--- src/rtl/perm_pkg.sv ---
package perm_pkg;
   // lower position of switch s in butterfly layer l: s with a 0 inserted at bit l
   function automatic int pair_lo(input int l, input int s);
      return ((s >> l) << (l + 1)) | (s & ((1 << l) - 1));
   endfunction

   function automatic int max_int(input int a, input int b);
      return (a > b) ? a : b;
   endfunction
endpackage

--- src/rtl/perm_butterfly.sv ---
module perm_butterfly #(
   parameter int P = 4,
   parameter int W = 8,
   localparam int LOGP = $clog2(P),
   localparam int HALF = P / 2,
   localparam int SWB  = LOGP * HALF
) (
   input  logic [P*W-1:0] din,
   input  logic [SWB-1:0] cfg,
   output logic [P*W-1:0] dout
);
   logic [LOGP:0][P-1:0][W-1:0] st;

   assign st[0] = din;

   for (genvar l = 0; l < LOGP; l++) begin : g_layer
      for (genvar s = 0; s < HALF; s++) begin : g_sw
         localparam int LO = perm_pkg::pair_lo(l, s);
         localparam int HI = LO + (1 << l);
         assign st[l+1][LO] = cfg[l*HALF+s] ? st[l][HI] : st[l][LO];
         assign st[l+1][HI] = cfg[l*HALF+s] ? st[l][LO] : st[l][HI];
      end
   end

   assign dout = st[LOGP];
endmodule

--- src/rtl/perm_ctrl_tab.sv ---
module perm_ctrl_tab #(
   parameter int P     = 4,
   parameter int DEPTH = 4,
   parameter int AW    = 2,
   parameter int LW    = 2,
   parameter int SWB   = 4,
   parameter int CW    = 4
) (
   input  logic            clk,
   input  logic            cfg_we,
   input  logic [1:0]      cfg_sel,
   input  logic [AW-1:0]   cfg_cycle,
   input  logic [LW-1:0]   cfg_lane,
   input  logic [CW-1:0]   cfg_data,
   input  logic [AW-1:0]   wstep,
   input  logic [AW-1:0]   rstep,
   output logic [SWB-1:0]  in_word,
   output logic [P*AW-1:0] wr_addr,
   output logic [P*AW-1:0] rd_addr,
   output logic [SWB-1:0]  out_word
);
   logic [SWB-1:0]          in_tab  [DEPTH];
   logic [SWB-1:0]          out_tab [DEPTH];
   logic [P-1:0][AW-1:0]    wa_tab  [DEPTH];
   logic [P-1:0][AW-1:0]    ra_tab  [DEPTH];

   always_ff @(posedge clk) begin
      if (cfg_we) begin
         case (cfg_sel)
            2'd0:    in_tab[cfg_cycle]            <= cfg_data[SWB-1:0];
            2'd1:    wa_tab[cfg_cycle][cfg_lane]  <= cfg_data[AW-1:0];
            2'd2:    ra_tab[cfg_cycle][cfg_lane]  <= cfg_data[AW-1:0];
            default: out_tab[cfg_cycle]           <= cfg_data[SWB-1:0];
         endcase
      end
   end

   assign in_word  = in_tab[wstep];
   assign wr_addr  = wa_tab[wstep];
   assign rd_addr  = ra_tab[rstep];
   assign out_word = out_tab[rstep];
endmodule

--- src/rtl/perm_bank.sv ---
module perm_bank #(
   parameter int W     = 8,
   parameter int DEPTH = 4,
   parameter int AW    = 2
) (
   input  logic          clk,
   input  logic          we,
   input  logic          wpar,
   input  logic [AW-1:0] waddr,
   input  logic [W-1:0]  wdata,
   input  logic          rpar,
   input  logic [AW-1:0] raddr,
   output logic [W-1:0]  rdata
);
   logic [W-1:0] mem [2*DEPTH];

   always_ff @(posedge clk) begin
      if (we) mem[{wpar, waddr}] <= wdata;
   end

   assign rdata = mem[{rpar, raddr}];
endmodule

--- src/rtl/perm_stream_engine.sv ---
module perm_stream_engine #(
   parameter int N = 16,
   parameter int P = 4,
   parameter int W = 8,
   localparam int DEPTH = N / P,
   localparam int AW    = $clog2(DEPTH),
   localparam int LW    = $clog2(P),
   localparam int SWB   = $clog2(P) * (P / 2),
   localparam int CW    = perm_pkg::max_int(SWB, AW)
) (
   input  logic           clk,
   input  logic           rst,
   input  logic           cfg_we,
   input  logic [1:0]     cfg_sel,
   input  logic [AW-1:0]  cfg_cycle,
   input  logic [LW-1:0]  cfg_lane,
   input  logic [CW-1:0]  cfg_data,
   input  logic           in_valid,
   input  logic [P*W-1:0] in_data,
   output logic           out_valid,
   output logic [P*W-1:0] out_data
);
   if (P < 2 || (P & (P - 1)) != 0) begin : g_bad_p
      $error("perm_stream_engine: P must be a power of two, at least 2");
   end
   if ((N & (N - 1)) != 0 || N <= P) begin : g_bad_n
      $error("perm_stream_engine: N must be a power of two above P");
   end
   if (W < 1) begin : g_bad_w
      $error("perm_stream_engine: W must be positive");
   end

   logic [AW-1:0]   wstep, rstep;
   logic            wpar, rpar, rd_on;
   logic            w_last, r_last;
   logic [SWB-1:0]  in_word, out_word;
   logic [P*AW-1:0] wr_addr, rd_addr;
   logic [P*W-1:0]  bank_in, bank_out, net_out;

   assign w_last = (wstep == AW'(DEPTH - 1));
   assign r_last = (rstep == AW'(DEPTH - 1));

   perm_ctrl_tab #(.P(P), .DEPTH(DEPTH), .AW(AW), .LW(LW), .SWB(SWB), .CW(CW)) u_tab (
      .clk      (clk),
      .cfg_we   (cfg_we),
      .cfg_sel  (cfg_sel),
      .cfg_cycle(cfg_cycle),
      .cfg_lane (cfg_lane),
      .cfg_data (cfg_data),
      .wstep    (wstep),
      .rstep    (rstep),
      .in_word  (in_word),
      .wr_addr  (wr_addr),
      .rd_addr  (rd_addr),
      .out_word (out_word)
   );

   perm_butterfly #(.P(P), .W(W)) u_in_net (
      .din (in_data),
      .cfg (in_word),
      .dout(bank_in)
   );

   for (genvar b = 0; b < P; b++) begin : g_bank
      perm_bank #(.W(W), .DEPTH(DEPTH), .AW(AW)) u_bank (
         .clk  (clk),
         .we   (in_valid),
         .wpar (wpar),
         .waddr(wr_addr[b*AW +: AW]),
         .wdata(bank_in[b*W +: W]),
         .rpar (rpar),
         .raddr(rd_addr[b*AW +: AW]),
         .rdata(bank_out[b*W +: W])
      );
   end

   perm_butterfly #(.P(P), .W(W)) u_out_net (
      .din (bank_out),
      .cfg (out_word),
      .dout(net_out)
   );

   always_ff @(posedge clk) begin
      if (rst) begin
         wstep     <= '0;
         wpar      <= 1'b0;
         rstep     <= '0;
         rpar      <= 1'b0;
         rd_on     <= 1'b0;
         out_valid <= 1'b0;
         out_data  <= '0;
      end else begin
         if (in_valid) begin
            wstep <= w_last ? '0 : wstep + 1'b1;
            if (w_last) wpar <= ~wpar;
         end
         if (in_valid && w_last) begin
            rd_on <= 1'b1;
            rstep <= '0;
            rpar  <= wpar;
         end else if (rd_on) begin
            if (r_last) rd_on <= 1'b0;
            rstep <= r_last ? '0 : rstep + 1'b1;
         end
         out_valid <= rd_on;
         out_data  <= rd_on ? net_out : '0;
      end
   end
endmodule

--- config.mk ---
export PLATFORM = sky130hd
export DESIGN_NAME = perm_stream_engine
export DESIGN_NICKNAME = d
export VERILOG_FILES = /design/src/rtl/perm_pkg.sv /design/src/rtl/perm_butterfly.sv /design/src/rtl/perm_ctrl_tab.sv /design/src/rtl/perm_bank.sv /design/src/rtl/perm_stream_engine.sv
export SDC_FILE = /design/constraint.sdc
export NUM_CORES = 1
export LEC_CHECK = 0
export ABC_CLOCK_PERIOD_IN_PS = 6000
export BUFFER_PORTS_ARGS = -buffer_cell sky130_fd_sc_hd__buf_4
export CAP_MARGIN = 5
export CELL_PAD_IN_SITES_DETAIL_PLACEMENT = 0
export CELL_PAD_IN_SITES_GLOBAL_PLACEMENT = 2
export CORE_UTILIZATION = 50
export DETAILED_ROUTE_END_ITERATION = 10
export HOLD_SLACK_MARGIN = 0.05
export PLACE_DENSITY_LB_ADDON = 0.1
export SLEW_MARGIN = 20
export SYNTH_ARGS = -nofsm -noshare
export SYNTH_HDL_FRONTEND = slang
export SYNTH_SLANG_ARGS = --single-unit
--- constraint.sdc ---
create_clock -name clk -period 6 [get_ports clk]
set_input_delay 0.3 -clock clk [delete_from_list [all_inputs] [get_ports clk]]
set_output_delay 0.3 -clock clk [all_outputs]
set_load 0.02 [all_outputs]
==> flow_summary.ini <==
[yosys]
ys_seq_area_share_pct = 70.0
synthArstFlopShare_pct = 0
synth_seq_cells = 396
synth_cells = 922
syn-cell-area_mm2 = 0.0163
synth_area_leader_cell = edfxtp_1
synth_top_cells_by_count = 352 x edfxtp_1, 138 x mux2i_1, 87 x nor2_1
ys_warn_count = 0
synth-edff-count = 352
synthTopCellsByArea = edfxtp_1 65%, mux2i_1 8.5%, mux4_2 5.9%
ys.flop_type = edfxtp_1
syn_nets = 970
synth.most_common_cell = edfxtp_1
netlist.area_leader.share_pct = 64.7
synth_cell_types = 32
synth.avg_cell_area_um2 = 17.7

[floorplan]
die_h_um = 183
start_util_pct = 51.3
die_x_um = 183
io_pins = 79
rows = 65
dieArea_mm2 = 0.0334
core_mm2 = 0.0319

[timing]
finalCritPeriodShare_pct = 55.9
setup_viol = 0
tightest_slew_ns = 1.10
hold_violations = 0
max_freq_mhz = 298
slew_headroom_pct = 24.9
fin_skew_ns = 0.0156
period_minus_slack_ns = 3.36
finalMaxSlewViolations = 0
rsz0062_at_grt = false
setup_tns_ns = 0

[hold_path]
hold_depth = 3
hp-class = primary input to register

[route]
wl_mm = 37.6
viasPerCell = 5.89
drcViolationCount = 0
antenna_left = 0
vias = 8654
wl_per_cell_um = 25.6
first_iter_violations = 765
firstDrtPassIters = 6

[power]
power_w = 0.00605
powerDensity_mw_per_mm2 = 326
p_switching_w = 0.00131
peakVddDrop_mv = 0.309
p_clk_share_pct = 41.4
leakagePower_nw = 6.38
swShare_pct = 21.6
p_comb_share_pct = 6.6
p_seq_share_pct = 52.1
p_int_w = 0.00474

[clocking]
cts_sinks = 396
htreeDepth = 2
cts_buffers = 40
cts_resized = 0
post_cts_buffers = 0
cts.path.max_buffers = 3
cts.clk_slew.worst_paths_ns = 0.06
clock-root-buffer = clkbuf_16
cts_tree = built
worst_skew_pair.late_latency_ns = 0.53

[global_routing]
grt_start_max_net_pins = 41
grtUsageMet3_pct = 3.65
grt_pass1_wl_mm = 54.7
antenna_found_initial = 0
use_met2_pct = 39.4
grt_pass1_vias = 8772
use_met1_pct = 30.1
grt_usage_pct = 22.8
overflow = 0
busiest_layer = met2

[worst_setup_path]
worstSetupPathType = register to register
cp_max_fo = 32
worstRegToRegCells = 5
end_kind = register
cp-start-kind = register
arrival_ns = 3.76
required_ns = 6.40

[job]
drv_cap = 0

[layout]
nets = 1051
num_antenna_cells = 0
drive_gt1_share_pct = 22.5
fillers = 2438
syn_to_final_growth_pct = 13.5

[placement]
portBuffers = 78
hpwl_mm = 25.8
place_congestion = 0.895

[outcome]
status = complete, no violations
placed cells by master, fill, tap and decap left out, types with 3 or more instances in the layout:
cell and count:
edfxtp_1 352, mux2i_1 138, nor2_1 87, buf_4 79, o22ai_1 64, clkbuf_16 45
dfxtp_1 44, mux4_2 43, a221o_1 32, nand2_1 27, or2_2 22, nand2b_1 20
mux2i_4 16, mux4_1 11, clkinv_2 11, nor2b_1 4, nand3_1 4, clkbuf_1 4
dlygate4sd3_1 3
what timing repair did:
item                                   4_1_cts  5_1_grt
endpoints found under the hold margin       27        0
setup endpoints to repair                    0        0
hold buffers                                 3        0
area by class of cell:
cell class | instances | area [um^2] | area share (%)
Sequential cell | 396 | 11500 | 61.7
Multi-Input combinational cell | 483 | 4580 | 24.7
Clock buffer | 54 | 1190 | 6.40
Timing Repair Buffer | 82 | 623 | 3.36
Tap cell | 435 | 544 | 2.93
Clock inverter | 20 | 164 | 0.884
sequential cells by signal, summed over array words and instances (netlist names), 2 cells and up, named ones only:
name and count:
g_bank.u_bank.mem 256, out_data 32, rstep 2, u_tab.in_tab 16, u_tab.out_tab 16, u_tab.ra_tab 32
u_tab.wa_tab 32, wstep 2
worst max-delay path: stages, from the launching register on:
cell     delay (ns)
dfxtp_1        0.93
mux4_2         1.10
mux2i_1        0.30
o22ai_1        0.10
or2_1          0.35
a221o_1        0.40
per-stage QoR:
stage	cell area [um^2]	hold slack, ns	worst slack [ns]	util [%]	instances
2_1_floorplan	16300	0.399	3.67	-	922
3_3_place_gp	17200	0.447	2.68	53.9	1393
3_5_place_dp	17200	0.466	2.62	53.9	1393
4_1_cts	18500	0.163	2.60	58.2	1470
5_1_grt	18500	0.177	2.47	58.2	1470
6_report	18500	0.174	2.64	58.2	1470
kinds of logic after synthesis:
logic type                 share of synthesized area [%]
and+or+nand+nor                                     4.76
xor gates and xnor gates                          0.0536
buffers and inverters                               1.94
muxes                                               18.5
adders and majority gates                          0.153
AOI/OAI and AO/OA                                   4.56
DFF                                                 70.0
layer usage:
metal  share of wire [%]  vias up
met5                   0        -
met4                 2.2        0
met3                 5.8       58
met2                  50      303
met1                  42     4420
li1                    -     3873
path summary, 6_finish.rpt:
| kind | from | slack, ns | to |
|---|---|---|---|
| max | register | 2.64 | out_data[3] |
| min | in_valid | 0.17 | rpar |
| max reg2reg | register | 2.64 | out_data[3] |
| min reg2reg | rpar | 0.47 | rpar |
power groups by stage:
stage	clock (W)	sequential [W]	combinational (W)
5_1_grt	0.00264	0.00316	0.000421
4_1_cts	0.00254	0.00315	0.000398
3_3_place_gp	0	0.00321	0.000380
2_1_floorplan	0	0.00320	0.000248
6_report	0.00250	0.00315	0.000397
3_5_place_dp	0	0.00321	0.000396
No activity file was read; power rests on OpenSTA's default activity.
